File: src/rtl/lldma_pkg.sv
`timescale 1ns/1ps
package lldma_pkg;
    localparam int LEN_W  = 8;
    localparam int PTR_W  = 24;
    localparam int WORD_W = LEN_W + PTR_W;

    typedef enum logic [1:0] {
        ST_IDLE = 2'd0,
        ST_HDR  = 2'd1,
        ST_PAY  = 2'd2,
        ST_CLR  = 2'd3
    } st_e;
endpackage

File: src/rtl/lldma_chop.sv
`timescale 1ns/1ps
// Bus window pacing: after 2^win_log completed words, holds off requests
// for 2^gap_log cycles.
module lldma_chop #(
    parameter int CHOP_W = 3
) (
    input  logic              clk,
    input  logic              rst_n,
    input  logic              restart,
    input  logic              en,
    input  logic [CHOP_W-1:0] win_log,
    input  logic [CHOP_W-1:0] gap_log,
    input  logic              beat,
    output logic              hold
);
    localparam int CW = 1 << CHOP_W;
    localparam logic [CW-1:0] ONE = CW'(1);

    typedef struct packed {
        logic          gap;
        logic [CW-1:0] words;
        logic [CW-1:0] ticks;
    } chop_t;

    chop_t q, d;
    logic [CW-1:0] win_last, gap_last;

    always_comb begin
        win_last = (ONE << win_log) - ONE;
        gap_last = (ONE << gap_log) - ONE;
        d = q;
        if (restart) begin
            d = '0;
        end else if (q.gap) begin
            if (q.ticks == gap_last) begin
                d.gap   = 1'b0;
                d.ticks = '0;
            end else begin
                d.ticks = q.ticks + ONE;
            end
        end else if (en && beat) begin
            if (q.words == win_last) begin
                d.gap   = 1'b1;
                d.words = '0;
            end else begin
                d.words = q.words + ONE;
            end
        end
    end

    always_ff @(posedge clk or negedge rst_n) begin
        if (!rst_n) q <= '0;
        else        q <= d;
    end

    assign hold = q.gap;
endmodule

File: src/rtl/lldma_outbuf.sv
`timescale 1ns/1ps
// One-entry output register; accepts a new word in the cycle it drains.
module lldma_outbuf #(
    parameter int W = 32
) (
    input  logic         clk,
    input  logic         rst_n,
    input  logic         load,
    input  logic [W-1:0] din,
    input  logic         ready,
    output logic         valid,
    output logic [W-1:0] dout,
    output logic         room
);
    typedef struct packed {
        logic         v;
        logic [W-1:0] data;
    } ob_t;

    ob_t q, d;

    always_comb begin
        d = q;
        if (load) begin
            d.v    = 1'b1;
            d.data = din;
        end else if (ready) begin
            d.v = 1'b0;
        end
    end

    always_ff @(posedge clk or negedge rst_n) begin
        if (!rst_n) q <= '0;
        else        q <= d;
    end

    assign valid = q.v;
    assign dout  = q.data;
    assign room  = !q.v || ready;
endmodule

File: src/rtl/lldma_walker.sv
`timescale 1ns/1ps
module lldma_walker
    import lldma_pkg::*;
#(
    parameter int CNT_W  = 16,
    parameter int CHOP_W = 3
) (
    input  logic              clk,
    input  logic              rst_n,
    input  logic              start,
    input  logic              mode_clear,
    input  logic [23:0]       start_addr,
    input  logic [CNT_W-1:0]  clear_count,
    input  logic              chop_en,
    input  logic [CHOP_W-1:0] chop_win_log,
    input  logic [CHOP_W-1:0] chop_gap_log,
    output logic              busy,
    output logic              mem_req,
    output logic              mem_we,
    output logic [23:0]       mem_addr,
    output logic [31:0]       mem_wdata,
    input  logic              mem_ack,
    input  logic [31:0]       mem_rdata,
    output logic              out_valid,
    output logic [31:0]       out_data,
    input  logic              out_ready
);
    localparam logic [PTR_W-1:0] END_PTR = '1;
    localparam logic [PTR_W-1:0] STEP    = PTR_W'(4);
    localparam logic [LEN_W-1:0] LEN_ONE = LEN_W'(1);
    localparam logic [CNT_W-1:0] CNT_ONE = CNT_W'(1);

    typedef struct packed {
        st_e              st;
        logic [PTR_W-1:0] cur;   // header address (walk) / write address (clear)
        logic [PTR_W-1:0] nxt;   // next header pointer of current packet
        logic [PTR_W-1:0] rd;    // payload read address
        logic [LEN_W-1:0] left;  // payload words still to read
        logic [CNT_W-1:0] cnt;   // table entries still to write
    } regs_t;

    regs_t q, d;

    logic             chop_hold;
    logic             ob_room;
    logic             beat;
    logic             accept;
    logic             in_pay;
    logic             in_clr;
    logic             load_word;
    logic [LEN_W-1:0] hdr_len;
    logic [PTR_W-1:0] hdr_ptr;

    assign hdr_len = mem_rdata[WORD_W-1:PTR_W];
    assign hdr_ptr = mem_rdata[PTR_W-1:0];
    assign in_pay  = (q.st == ST_PAY);
    assign in_clr  = (q.st == ST_CLR);
    assign busy    = (q.st != ST_IDLE) || out_valid;
    assign accept  = start && !busy;

    // Memory port
    always_comb begin
        mem_req = !chop_hold &&
                  ((q.st == ST_HDR) || in_clr || (in_pay && ob_room));
        mem_we  = in_clr;
        mem_addr = in_pay ? q.rd : q.cur;
        mem_wdata = {{LEN_W{1'b0}},
                     (q.cnt == CNT_ONE) ? END_PTR : (q.cur - STEP)};
    end

    assign beat      = mem_req && mem_ack;
    assign load_word = in_pay && beat;

    // Next-state
    always_comb begin
        d = q;
        unique case (q.st)
            ST_IDLE: begin
                if (accept) begin
                    if (mode_clear) begin
                        if (clear_count != '0) begin
                            d.st  = ST_CLR;
                            d.cur = start_addr;
                            d.cnt = clear_count;
                        end
                    end else begin
                        d.st  = ST_HDR;
                        d.cur = start_addr;
                    end
                end
            end
            ST_HDR: begin
                if (beat) begin
                    if (hdr_ptr == END_PTR) begin
                        d.st = ST_IDLE;
                    end else if (hdr_len == '0) begin
                        d.cur = hdr_ptr;
                    end else begin
                        d.st   = ST_PAY;
                        d.left = hdr_len;
                        d.nxt  = hdr_ptr;
                        d.rd   = q.cur + STEP;
                    end
                end
            end
            ST_PAY: begin
                if (beat) begin
                    if (q.left == LEN_ONE) begin
                        d.st  = ST_HDR;
                        d.cur = q.nxt;
                    end else begin
                        d.left = q.left - LEN_ONE;
                        d.rd   = q.rd + STEP;
                    end
                end
            end
            ST_CLR: begin
                if (beat) begin
                    if (q.cnt == CNT_ONE) begin
                        d.st = ST_IDLE;
                    end else begin
                        d.cnt = q.cnt - CNT_ONE;
                        d.cur = q.cur - STEP;
                    end
                end
            end
            default: d.st = ST_IDLE;
        endcase
    end

    always_ff @(posedge clk or negedge rst_n) begin
        if (!rst_n) q <= '0;
        else        q <= d;
    end

    lldma_chop #(.CHOP_W(CHOP_W)) u_chop (
        .clk     (clk),
        .rst_n   (rst_n),
        .restart (accept),
        .en      (chop_en),
        .win_log (chop_win_log),
        .gap_log (chop_gap_log),
        .beat    (beat),
        .hold    (chop_hold)
    );

    lldma_outbuf #(.W(WORD_W)) u_out (
        .clk   (clk),
        .rst_n (rst_n),
        .load  (load_word),
        .din   (mem_rdata),
        .ready (out_ready),
        .valid (out_valid),
        .dout  (out_data),
        .room  (ob_room)
    );
endmodule

File: config.mk
export PLATFORM = sky130hd
export DESIGN_NAME = lldma_walker
export DESIGN_NICKNAME = d
export VERILOG_FILES = /design/src/rtl/lldma_pkg.sv /design/src/rtl/lldma_chop.sv /design/src/rtl/lldma_outbuf.sv /design/src/rtl/lldma_walker.sv
export SDC_FILE = /design/constraint.sdc
export NUM_CORES = 1
export LEC_CHECK = 0
export ABC_AREA = 1
export BUFFER_PORTS_ARGS = -buffer_cell sky130_fd_sc_hd__buf_2
export CAP_MARGIN = 20
export CORE_MARGIN = 5
export CORE_UTILIZATION = 62
export DETAILED_ROUTE_END_ITERATION = 12
export PLACE_DENSITY = 0.87
export SETUP_SLACK_MARGIN = 0.02
export SLEW_MARGIN = 0
export SYNTH_ARGS = -nofsm -noshare
export SYNTH_HDL_FRONTEND = slang
export SYNTH_SLANG_ARGS = --single-unit
export TNS_END_PERCENT = 20
File: constraint.sdc
create_clock -name clk -period 5.33 [get_ports clk]
set_input_delay 0.2665 -clock clk [delete_from_list [all_inputs] [get_ports clk]]
set_output_delay 0.2665 -clock clk [all_outputs]
set_load 0.05 [all_outputs]
* Yosys cells after proc, flatten, opt, wreduce, memory -nomap -nowiden
Cells that the tools add are included.
** Word-level totals
- Register bits :: 148
- Input port bits :: 85
- Output and inout bits :: 92
- Logic and storage cells :: 113
** Operators by class
- Add/subtract/negate cells :: 9
- Equal/unequal tests :: 24
- Shift operators :: 2
- Mux-type cells :: 37
- Bitwise logic cells :: 2
- Reductions and logical operators :: 28
** Operators with widths (number)
- $mux W26 :: 6
- $pmux W26 S4 :: 1
- $mux W24 :: 4
- $mux W82 :: 1
- $mux W16 :: 5
- $mux W80 :: 1
- $mux W32 :: 2
- $pmux W32 S2 :: 1
- $mux W56 :: 1
- $add A24 B3 Y24 const B :: 2
- $mux W8 :: 4
- $pmux W16 S2 :: 1
- $eq A24 B24 Y1 const B :: 1
- $sub A24 B3 Y24 const B :: 1
- $sub A8 B1 Y8 const B :: 3
- $ne A2 B2 Y1 const B :: 11
- $mux W17 :: 1
- $add A8 B1 Y8 const B :: 2
- $eq A16 B1 Y1 const B :: 1
- $eq A8 B8 Y1 :: 2
- $reduce_bool A16 Y1 :: 1
- $shl A1 B3 Y8 const A :: 2
- $sub A16 B1 Y16 const B :: 1
- $reduce_and A6 Y1 :: 2
- other kinds (19) :: 45

* Logic depth before layout (Yosys ltp)
- Depth in word-level cells :: 10
- Depth in mapped cells :: 13
- Mapped depth without buffers :: 11

* By module
Synthesis repeated with hierarchy kept, for this count alone.
** Second synthesis, totals
- Cells, all modules :: 1640
- Area, all modules :: 10582.6 um^2
** Modules (own cells, without submodules)
- lldma_walker :: instances 1, cells each 1308, area each 7911.3 um^2, seq. area each 2452.4 um^2
- lldma_chop :: instances 1, cells each 192, area each 1345.0 um^2, seq. area each 425.4 um^2
- lldma_outbuf :: instances 1, cells each 140, area each 1326.3 um^2, seq. area each 825.8 um^2

* Worst setup path after synthesis
No wires, ideal clock.
- Path type :: register -> output
- Start :: register q[97] (netlist bit)
- End :: output mem_addr[0]
- Arrival time :: 2.216 ns
- Data required time :: 5.063 ns
- Path slack :: 2.848 ns
- Cell stages (with the launch flop) :: 7
- Path buffers :: 3
- Cell sequence :: dfrtp_1 -> inv_2 -> nor2_1 -> buf_4 -> buf_2 -> buf_1 -> o21ai_0
** Between the ends
- Longest elaborated chain between the ends :: 2
** RTL lines
- from (decl) :: RTL line lldma_walker.sv:42 : regs_t q, d;
- from (signal assigned) :: RTL line lldma_walker.sv:132 : if (!rst_n) q <= '0;
- from (signal assigned) :: RTL line lldma_walker.sv:133 : else q <= d;
- $eq A2 B2 Y1 :: RTL line lldma_walker.sv:56 : assign in_pay = (q.st == ST_PAY);
- $mux W24 :: RTL line lldma_walker.sv:66 : mem_addr = in_pay ? q.rd : q.cur;
- to (decl) :: RTL line lldma_walker.sv:20 : output logic [23:0] mem_addr,
No other way between the ends.

* Final worst setup path
- Start :: register q[74] (netlist bit)
- End :: output mem_wdata[8]
** Between the ends
- Longest elaborated chain between the ends :: 2
** RTL lines
- $sub A24 B3 Y24 :: RTL line lldma_walker.sv:68 : (q.cnt == CNT_ONE) ? END_PTR : (q.cur - STEP)};
- $mux W24 :: RTL line lldma_walker.sv:68
- to (decl) :: RTL line lldma_walker.sv:21 : output logic [31:0] mem_wdata,
No other way between the ends.

==> results.txt <==
- For the worst setup path, the data arrival time is ~2700 ps.
- For this block, the initial DRC count from the detailed router was approximately 1300.
- Critical path class: flop to primary output
- The cell area that synthesis handed to floorplanning was 0.0104 mm².
- Dividing the detail-routed via count by the number of cells gives approximately 5.8.
- Clock-pin slew was measured on the worst setup and hold paths at 60 ps.
* Post-route clock period utilization: roughly 56%
- Setup crit start kind: flop
- CP Data Required Time: between 5000 and 6000 ps
- Setup Viol. Count Final: 0
- After synthesis, the netlist uses 39 different library cells.
- Initial antenna violation count: 1
* Class of the tightest hold or removal check: primary input to flop
- Wires add up to between 30 and 40 mm.
- The H-tree was split into 4 levels.
- Summing internal, switching and leakage power gives 7.52 mW.
* HPWL reported at the end of detailed placement: about 24 mm
* Sequential Area: around 0.0037 mm²
- Clock buffers created by TritonCTS: 17
- The final count of hold timing violations is 0.
* F_max: 332 MHz
- Final period demand of the worst path: between 3000 and 4000 ps
- CTS saw approximately 150 sinks.
* Global-route wire length before repair: between 50 and 60 mm
- Max Transition Viols Final: 0
* Filler cells: 1409
- After synthesis, the mean cell area works out to approximately 6.5 µm².
- After global routing the overflow that remains totals 0.
- CORE AREA: between 0.015 and 0.02 mm²
* Worst Hold Launch: out_ready
* Number of nets in the layout: about 1800
* Full die area: 0.0194 mm²
- During I/O placement, the number of pins put on the boundary was between 150 and 200.
* R2r worst-path depth: 5
- Area growth from synthesis to layout: 13.9%
* Yosys top cell area share: a little over a third
- The die is around 140 µm tall.
* Number of buffers added on ports: about 170
* Largest clock skew in the final design: approximately 9.8 ps
- For the pin with the worst max-slew slack, the measured transition is roughly 890 ps.
* YS warnings: 0
- Clock tree from TritonCTS: built
- Clock latency on the worst-skew pair: 430 ps
* Outcome: finished clean
* Vias in the first global route: between 10000 and 15000
- Of the synthesized area, sequential elements account for a little over a third.
- In this run the horizontal extent of the chip is ~140 µm.
- Unrepaired setup endpoints after global routing: no
- The endpoint identified for the worst register-to-register timing path is u_out.dout[31].
* FF+latch count, synth: approximately 150
* Ratio of cells with drive above 1 in the final layout: 14.5%
* Cell Pwr Density: roughly 640 mW/mm²
- CTS placed an instance of sky130_fd_sc_hd__clkbuf_16 at the clock tree root.
- The worst hold path passes through 2 cells.
- Post-DR wirelength/cell: 16.8 µm
- The initial utilization of the core area, before any placement, comes to 62.9%.
* Final worst hold slack: approximately 55 ps
* Ranking of synthesized cells by area: sky130_fd_sc_hd__dfrtp_1 (36%), sky130_fd_sc_hd__nand2_1 (21%), sky130_fd_sc_hd__o21ai_0 (6.5%)
- Quantity of gates resized following cts: 0
- Headroom to the max-slew limit: between 40% and 50%
- Maximum root-to-sink buffer count: 2
* Post-synthesis instance total: 1594
- For this run, design rule violations remaining after detail routing come to 0.
- Across the run, the number of max-cap violations was 0.
* Row cnt: 47
* Maximum number of pins on one net before global-route repair: 90
- Peak fanout along the critical path: 8
* Final total negative setup slack: 0 ps
- The analysis attributes to cell leakage a power of ~6.1 nW.
* Yosys top cell by area: sky130_fd_sc_hd__dfrtp_1
- Global routing consumed, over all layers together, between 30% and 40% of the routing resources.
* Reg-to-Reg Start: q[97]
- Summing all multi-input logic gate instances after layout gives between 0.005 and 0.006 mm².
- DRT antenna net count: 0
- The worst register-to-register path has a setup slack of about 2500 ps.
- The path with the worst hold slack has its endpoint at u_out.valid.
* Number of iterations in the first detailed-routing pass: 6
* Maximum vdd ir drop: roughly 0.00052 V
- Detailed routing inserted a total of 11300 vias.
- STA classifies the critical path endpoint as a primary output.
- At the end of routability-driven placement, the weighted congestion stood at 0.990.
how the worst max path moves through the flow:
| stage | start | slack (ps) | depth (start not counted) | to |
|---|---|---|---|---|
| finish | q[74] | 2320 | 8 | mem_wdata[8] |
| global route | q[74] | 2190 | 8 | mem_wdata[8] |
| CTS | q[74] | 2440 | 8 | mem_wdata[8] |
| detailed placement | q[97] | 2540 | 5 | u_out.dout[31] |
| global placement | q[97] | 2620 | 5 | u_out.dout[31] |
| floorplan | q[97] | 2850 | 6 | mem_addr[0] |
logic make-up after synthesis:
family          Yosys count  share of synthesized area [%]
buf+inv                 220                           8.91
simple gates            975                           39.4
flops                   148                           35.6
fa+ha+maj                 9                           1.08
compound gates          178                           9.08
other cells               1                         0.0361
mux                      22                           2.36
xor+xnor                 41                           3.46
synth_stat cells:
cell type	count
sky130_fd_sc_hd__buf_4	17
sky130_fd_sc_hd__nor2_4	3
sky130_fd_sc_hd__a31oi_1	1
sky130_fd_sc_hd__xnor2_1	10
sky130_fd_sc_hd__a21oi_1	18
sky130_fd_sc_hd__clkbuf_1	25
sky130_fd_sc_hd__o21ai_1	3
sky130_fd_sc_hd__inv_2	5
sky130_fd_sc_hd__a21oi_2	1
sky130_fd_sc_hd__nand3_1	114
sky130_fd_sc_hd__buf_1	4
sky130_fd_sc_hd__o22ai_1	13
sky130_fd_sc_hd__buf_6	1
sky130_fd_sc_hd__ha_1	9
sky130_fd_sc_hd__nor3b_1	2
sky130_fd_sc_hd__nand4_1	47
sky130_fd_sc_hd__o21ai_0	135
sky130_fd_sc_hd__mux2i_1	2
sky130_fd_sc_hd__o21a_1	2
sky130_fd_sc_hd__inv_1	142
sky130_fd_sc_hd__nand3_2	5
sky130_fd_sc_hd__dfrtp_1	148
sky130_fd_sc_hd__nand3b_1	17
sky130_fd_sc_hd__clkinv_1	3
sky130_fd_sc_hd__conb_1	1
sky130_fd_sc_hd__mux2_1	1
sky130_fd_sc_hd__xor2_1	31
sky130_fd_sc_hd__nand2_2	2
sky130_fd_sc_hd__o211ai_1	1
sky130_fd_sc_hd__or2_2	9
sky130_fd_sc_hd__nor2_2	1
sky130_fd_sc_hd__nor2_1	167
sky130_fd_sc_hd__mux2_2	19
sky130_fd_sc_hd__clkbuf_2	1
sky130_fd_sc_hd__o21bai_1	3
sky130_fd_sc_hd__a31oi_4	1
sky130_fd_sc_hd__nand2_1	592
sky130_fd_sc_hd__buf_2	22
sky130_fd_sc_hd__nor3_1	16
metrics by stage:
| step | utilization (%) | setup WS (ps) | cells | instance area (µm²) |
|---|---|---|---|---|
| CTS | 71.6 | 2440 | 1959 | 11800 |
| finish | 71.6 | 2320 | 1960 | 11800 |
| global route | 71.6 | 2190 | 1960 | 11800 |
| detailed placement | 68.0 | 2540 | 1926 | 11200 |
| global placement | 68.0 | 2620 | 1926 | 11200 |
| floorplan | - | 2850 | 1601 | 10400 |
layout by cell type, fill, tap and decap left out, drive strengths merged, types with 16 or more instances in the layout:
cell type / Yosys / routed
mux2: 20 / 20
inv: 147 / 150
dfrtp: 148 / 148
nor3: 16 / 16
buf: 44 / 175
nor2: 171 / 171
nand3b: 17 / 17
nand3: 119 / 119
nand2: 594 / 594
xor2: 31 / 31
a21oi: 19 / 19
clkbuf: 26 / 19
o21ai: 138 / 138
nand4: 47 / 47
routing by layer:
| layer | track usage (%) | part of all wire (%) |
|---|---|---|
| met5 | 0 | 0 |
| met1 | 48.2 | 41 |
| met3 | 5.25 | 11 |
| met4 | 12.5 | 3.4 |
| met2 | 51.1 | 45 |
repair_timing:
item                                    4_1_cts  5_1_grt
hold buffers                                  1        0
hold endpoints to repair                     88        0
endpoints found under the setup margin        0        0
buffers inserted                              0        0
cell type report:
| cell class | instances | area share, % |
|---|---|---|
| Sequential cell | 148 | 31.3 |
| Clock inverter | 13 | 1.27 |
| Timing Repair Buffer | 176 | 7.69 |
| Antenna cell | 1 | 0.0212 |
| Multi-Input combinational cell | 1233 | 49.0 |
| Clock buffer | 19 | 3.66 |
| Inverter | 150 | 4.76 |
| Tap cell | 220 | 2.33 |
sequential cells by signal, indices dropped and copies added, names as in the netlist:
signal / count
q: 98
u_chop.hold: 1
u_chop.q: 16
u_out.dout: 32
u_out.valid: 1
critical path, cell delays in order, from the launching register on:
cell and delay (ps):
sky130_fd_sc_hd__dfrtp_1 490, sky130_fd_sc_hd__inv_1 190, sky130_fd_sc_hd__ha_1 350, sky130_fd_sc_hd__nand2_1 250, sky130_fd_sc_hd__nor2_1 370, sky130_fd_sc_hd__nand2_1 100
sky130_fd_sc_hd__nand2_1 220, sky130_fd_sc_hd__nand2_1 100, sky130_fd_sc_hd__buf_2 230
power by group:
part | internal [mW] | switching, mW | total [mW]
clock network | 0.695 | 0.514 | 1.21
registers | 1.56 | 0.507 | 2.07
logic | 1.07 | 3.17 | 4.24
No activity file was read; power rests on OpenSTA's default activity.
